**config.mk**
```make
export PLATFORM = sky130hd
export DESIGN_NAME = burst_sched
export DESIGN_NICKNAME = d
export VERILOG_FILES = /design/src/rtl/burst_sched_pkg.sv /design/src/rtl/sync_edge.sv /design/src/rtl/lock_watch.sv /design/src/rtl/pwrup_timer.sv /design/src/rtl/burst_sched.sv
export SDC_FILE = /design/constraint.sdc
export NUM_CORES = 1
export LEC_CHECK = 0
export BUFFER_PORTS_ARGS = -buffer_cell sky130_fd_sc_hd__buf_4
export CAP_MARGIN = 15
export CORE_ASPECT_RATIO = 0.8
export CORE_MARGIN = 2
export CORE_UTILIZATION = 65
export DETAILED_ROUTE_END_ITERATION = 16
export HOLD_SLACK_MARGIN = 0.05
export PLACE_DENSITY = 0.85
export SETUP_SLACK_MARGIN = 0.02
export SLEW_MARGIN = 20
export SYNTH_ARGS = -nofsm -noshare
export SYNTH_HDL_FRONTEND = slang
export SYNTH_SLANG_ARGS = --single-unit
export TNS_END_PERCENT = 50
```
**constraint.sdc**
```tcl
create_clock -name clk_i -period 3.2 [get_ports clk_i]
set_input_delay 0.32 -clock clk_i [delete_from_list [all_inputs] [get_ports clk_i]]
set_output_delay 0.32 -clock clk_i [all_outputs]
set_load 0.05 [all_outputs]
```
**src/rtl/burst_sched_pkg.sv**
```systemverilog
package burst_sched_pkg;
  typedef enum logic [1:0] {
    ST_WAIT  = 2'd0,
    ST_BURST = 2'd1,
    ST_GAP   = 2'd2
  } sched_st_e;
endpackage

```
**src/rtl/sync_edge.sv**
```systemverilog
module sync_edge #(
  parameter int unsigned STAGES = 2
) (
  input  logic clk_i,
  input  logic rst_ni,
  input  logic sync_i,
  output logic rise_o
);
  // sh_q[STAGES-1] is the synchronized level, sh_q[STAGES] its previous value
  logic [STAGES:0] sh_q;

  always_ff @(posedge clk_i or negedge rst_ni) begin
    if (!rst_ni) sh_q <= '0;
    else         sh_q <= {sh_q[STAGES-1:0], sync_i};
  end

  assign rise_o = sh_q[STAGES-1] & ~sh_q[STAGES];
endmodule

```
**src/rtl/lock_watch.sv**
```systemverilog
module lock_watch #(
  parameter int unsigned LOSS_CYC = 100000
) (
  input  logic clk_i,
  input  logic rst_ni,
  input  logic rise_i,
  output logic lock_o
);
  localparam int unsigned LW = $clog2(LOSS_CYC + 1);

  logic [LW-1:0] cnt_q;
  logic          lock_q;

  always_ff @(posedge clk_i or negedge rst_ni) begin
    if (!rst_ni) begin
      cnt_q  <= '0;
      lock_q <= 1'b0;
    end else if (rise_i) begin
      cnt_q  <= '0;
      lock_q <= 1'b1;
    end else if (lock_q) begin
      if (cnt_q == LW'(LOSS_CYC - 1)) begin
        cnt_q  <= '0;
        lock_q <= 1'b0;
      end else begin
        cnt_q <= cnt_q + 1'b1;
      end
    end
  end

  assign lock_o = lock_q;
endmodule

```
**src/rtl/pwrup_timer.sv**
```systemverilog
module pwrup_timer #(
  parameter int unsigned PWRUP_CYC = 300000
) (
  input  logic clk_i,
  input  logic rst_ni,
  output logic ready_o
);
  localparam int unsigned PW = $clog2(PWRUP_CYC + 1);

  logic [PW-1:0] cnt_q;
  logic          ready_q;

  always_ff @(posedge clk_i or negedge rst_ni) begin
    if (!rst_ni) begin
      cnt_q   <= '0;
      ready_q <= 1'b0;
    end else if (!ready_q) begin
      if (cnt_q == PW'(PWRUP_CYC - 1)) ready_q <= 1'b1;
      else                             cnt_q   <= cnt_q + 1'b1;
    end
  end

  assign ready_o = ready_q;
endmodule

```
**src/rtl/burst_sched.sv**
```systemverilog
module burst_sched
  import burst_sched_pkg::*;
#(
  parameter int unsigned PWRUP_CYC   = 300000,
  parameter int unsigned GAP_CYC     = 2500,
  parameter int unsigned LOSS_CYC    = 100000,
  parameter int unsigned SYNC_STAGES = 2
) (
  input  logic clk_i,
  input  logic rst_ni,
  input  logic sync_i,
  input  logic burst_done_i,
  output logic burst_start_o,
  output logic sync_lock_o,
  output logic ready_o
);
  localparam int unsigned GW = $clog2(GAP_CYC + 1);

  logic rise, lock, ready;

  sync_edge #(.STAGES(SYNC_STAGES)) u_edge (
    .clk_i  (clk_i),
    .rst_ni (rst_ni),
    .sync_i (sync_i),
    .rise_o (rise)
  );

  lock_watch #(.LOSS_CYC(LOSS_CYC)) u_lock (
    .clk_i  (clk_i),
    .rst_ni (rst_ni),
    .rise_i (rise),
    .lock_o (lock)
  );

  pwrup_timer #(.PWRUP_CYC(PWRUP_CYC)) u_pwr (
    .clk_i   (clk_i),
    .rst_ni  (rst_ni),
    .ready_o (ready)
  );

  sched_st_e     st_q, st_n;
  logic [GW-1:0] gap_q, gap_n;
  logic          start_q, go, trig;

  // unlocked: start as soon as allowed; locked: only on an edge
  assign trig = ~lock | rise;

  always_comb begin
    st_n  = st_q;
    gap_n = gap_q;
    go    = 1'b0;
    unique case (st_q)
      ST_WAIT: go = ready & trig;
      ST_BURST: if (burst_done_i) begin
        st_n  = ST_GAP;
        gap_n = '0;
      end
      ST_GAP: begin
        if (gap_q == GW'(GAP_CYC - 1)) begin
          // last gap cycle is already eligible
          if (trig) go = 1'b1;
          else      st_n = ST_WAIT;
        end else begin
          gap_n = gap_q + 1'b1;
        end
      end
      default: st_n = ST_WAIT;
    endcase
    if (go) st_n = ST_BURST;
  end

  always_ff @(posedge clk_i or negedge rst_ni) begin
    if (!rst_ni) begin
      st_q    <= ST_WAIT;
      gap_q   <= '0;
      start_q <= 1'b0;
    end else begin
      st_q    <= st_n;
      gap_q   <= gap_n;
      start_q <= go;
    end
  end

  assign burst_start_o = start_q;
  assign sync_lock_o   = lock;
  assign ready_o       = ready;
endmodule

```
==> summary.md <==
| Metric | Value |
|---|---|
| Status | completed |
| Clk_lat worst skew | 0.31 ns |
| Netlist Area Pre-Place | 0.00272 mm^2 |
| Worst Setup SP | u_lock.cnt_q[0]$_DFFE_PN0P_ |
| Htree depth | 2 |
| Clk slew on worst S/H paths | 0.10 ns |
| WL/cell | 15.3 um |
| CP endpoint kind | register |
| Reg-to-reg startpoint | u_lock.cnt_q[0]$_DFFE_PN0P_ |
| Num ports | 7 |
| Unique cell type count in the Yosys netlist | 48 |
| Register area share after synthesis | 51.5% |
| Setup_tns | 0 ns |
| Fin nets | 278 |
| Pre-Repair DR Iteration Count | 4 |
| Routability congestion estimate | 0.898 |
| Syn_nets | 271 |
| Antenna Nets Post-Route | 0 |
| Initial antenna violation count | 0 |
| Wire length of the first global-routing pass | 8.76 mm |
| Synth area leaders | dfrtp_1 52%, xnor2_1 4.5%, nand2_1 4.3%, nand4_1 3.7%, xor2_1 3.2% |
| Area grow syn2layout | 7.54% |
| Total track usage | 23.8% |
| Pre-CTS WS | 1.10 ns |
| TritonCTS clock tree | done |
| Total Wirelength | 5.04 mm |
| Count of final hold-check violations | 0 |
| Total power draw | 0.00131 W |
| Hold Crit Class | input port to async pin |
| Worst Tran Pin Value | 0.776 ns |
| FFs w/ async S/R, synth | 100% |
| Setup bufs post-CTS | 0 |
| CTS Sinks | 56 |
| Vias/cell | 6.14 |
| Yosys warns | 0 |
| CTS resizes | 0 |
| Worst Path Required | 3.42 ns |
| DP HPWL | 3.44 mm |
| Detailed Route Iter0 Violations | 223 |
| Layout cells sized above 1 | 8.46% |
| Number of flops mapped to enable cells by yosys | 0 |
| Dpl cell area | 0.00280 mm^2 |
| Num CTS Buffers | 5 |
| Rows | 21 |
| Hold_buf cts | 0 |
| R2R setup slack | 1.03 ns |
| PnR worst setup slack | 1.03 ns |
| Total Die Area | 0.00472 mm^2 |
| Initial Util | 66.4% |
| Ant. Diodes | 0 |
| Relative slew slack | 48.2% |
| Startpoint Class | register |
| Clock root buffer | clkbuf_8 |
| Die Ht | 61.9 um |
| Port buffer count | 6 |
| Pleak | 1.25 nW |
| Syn Area/Cell | 10.3 um^2 |
| Gr ovfl total | 0 |
| Fin crit share | 67.7% |
| Top-count cell post-synth | dfrtp_1 |
| Max Slew Vio Count | 0 |
| Fmax | 462 MHz |
| #FFs+latches synth | 56 |
| VDD IR max | 330 uV |
| Drt drc | 0 |
| Worst hold margin | 0.0434 ns |
| Largest net degree at the start of global routing | 57 |
| Minimum clock period after layout | 2.17 ns |
| Clk buf depth | 2 |
| CP Class | register to register |
| Max Clock Skew | 0.00960 ns |
| Synth top area share | 51.5% |
| Main flop type after synthesis | dfrtp_1 |
| Synth cell count leaders | 56 x dfrtp_1, 31 x nand2_1, 22 x nor2_1 |
| Vias | 2021 |
| Fin area | 0.00293 mm^2 |
| Power per cell area | 449 mW/mm^2 |
| Area of the core | 0.00410 mm^2 |
| Crit path arrival time | 2.38 ns |
| RSZ-0062 raised after global routing | no |
| Number of global-route vias before repair | 1882 |
| Synthesized instance count | 264 |
| Number of max-cap violations | 0 |
| Cell accounting for the most synthesized area | dfrtp_1 |
| Critical-path maximum fanout | 22 |
| Setup-failing EPs final | 0 |
| R2R cell count | 6 |
| Die Width | 76.3 um |
sequential cells by signal (all words and copies together) (netlist names):
register       cells
u_pwr.ready_o      1
u_lock.cnt_q      17
burst_start_o      1
u_lock.lock_o      1
u_edge.sh_q        3
gap_q             12
u_pwr.cnt_q       19
st_q               2
power breakdown:
part / leakage, nW / switching [W] / internal, W
Sequential: 0.719 / 0.0000240 / 0.000730
Combinational: 0.474 / 0.0000419 / 0.0000279
Clock: 0.0614 / 0.000233 / 0.000256
Total: 1.25 / 0.000299 / 0.00101
cell usage in the layout (no fill, tap or decap), drive strengths merged, types with 3 or more instances in the layout:
cell	instances
and3	5
nand4	16
o31ai	3
inv	4
dfrtp	56
nand2b	4
clkbuf	6
mux2i	3
ha	3
nand3	17
nor3	4
a31oi	8
buf	6
xnor2	14
nand2	31
a21oi	11
a41oi	3
or3	3
o21ai	7
or4b	4
nor2	23
nor4	3
xor2	10
layout make-up:
cell class	instances	area, um^2
well taps	57	71.3
flip-flops and latches	56	1400
multi-input cells	198	1270
inverters	4	15.0
repair buffers	6	45.0
fillers	322	1170
clock buffers	6	82.6
clock inverters	2	38.8
through the flow:
stage | instances | util, %
floorplan | 264 | -
global placement | 321 | 68.4
detailed placement | 321 | 68.4
CTS | 329 | 71.4
global route | 329 | 71.4
finish | 329 | 71.4
kinds of logic after synthesis:
group / Yosys count / share of synthesized area (%)
compound gates: 43 / 10.4
xor+xnor: 24 / 7.73
fa+ha+maj: 3 / 1.38
buf+inv: 10 / 1.75
flops: 56 / 51.5
mux: 5 / 1.93
simple gates: 123 / 25.3
per-layer routing:
layer | GRT usage (%) | wire length, um | vias to the layer above
met5 | 0 | 0 | -
met4 | 8.57 | 75 | 0
met3 | 4.34 | 209 | 9
met2 | 39.1 | 2280 | 49
met1 | 33.0 | 2480 | 981
li1 | - | - | 982
worst max-delay path, cell delays in order, from the launching register on:
cell	delay, ns
dfrtp_1	0.42
ha_1	0.24
nand4_1	0.19
nor4_4	0.09
nor2_2	0.60
nand3_1	0.25
o31ai_1	0.27
path summary, 6_finish.rpt:
check,to
setup / recovery,u_lock.cnt_q[13]$_DFFE_PN0P_
hold / removal,gap_q[5]$_DFFE_PN0P_
setup reg to reg,u_lock.cnt_q[13]$_DFFE_PN0P_
hold reg to reg,u_edge.sh_q[1]$_DFF_PN0_
max in group asynchronous,st_q[0]$_DFFE_PN0P_
min in group clk_i,u_edge.sh_q[0]$_DFF_PN0_
Note: power is estimated with default switching activity, not from simulation.
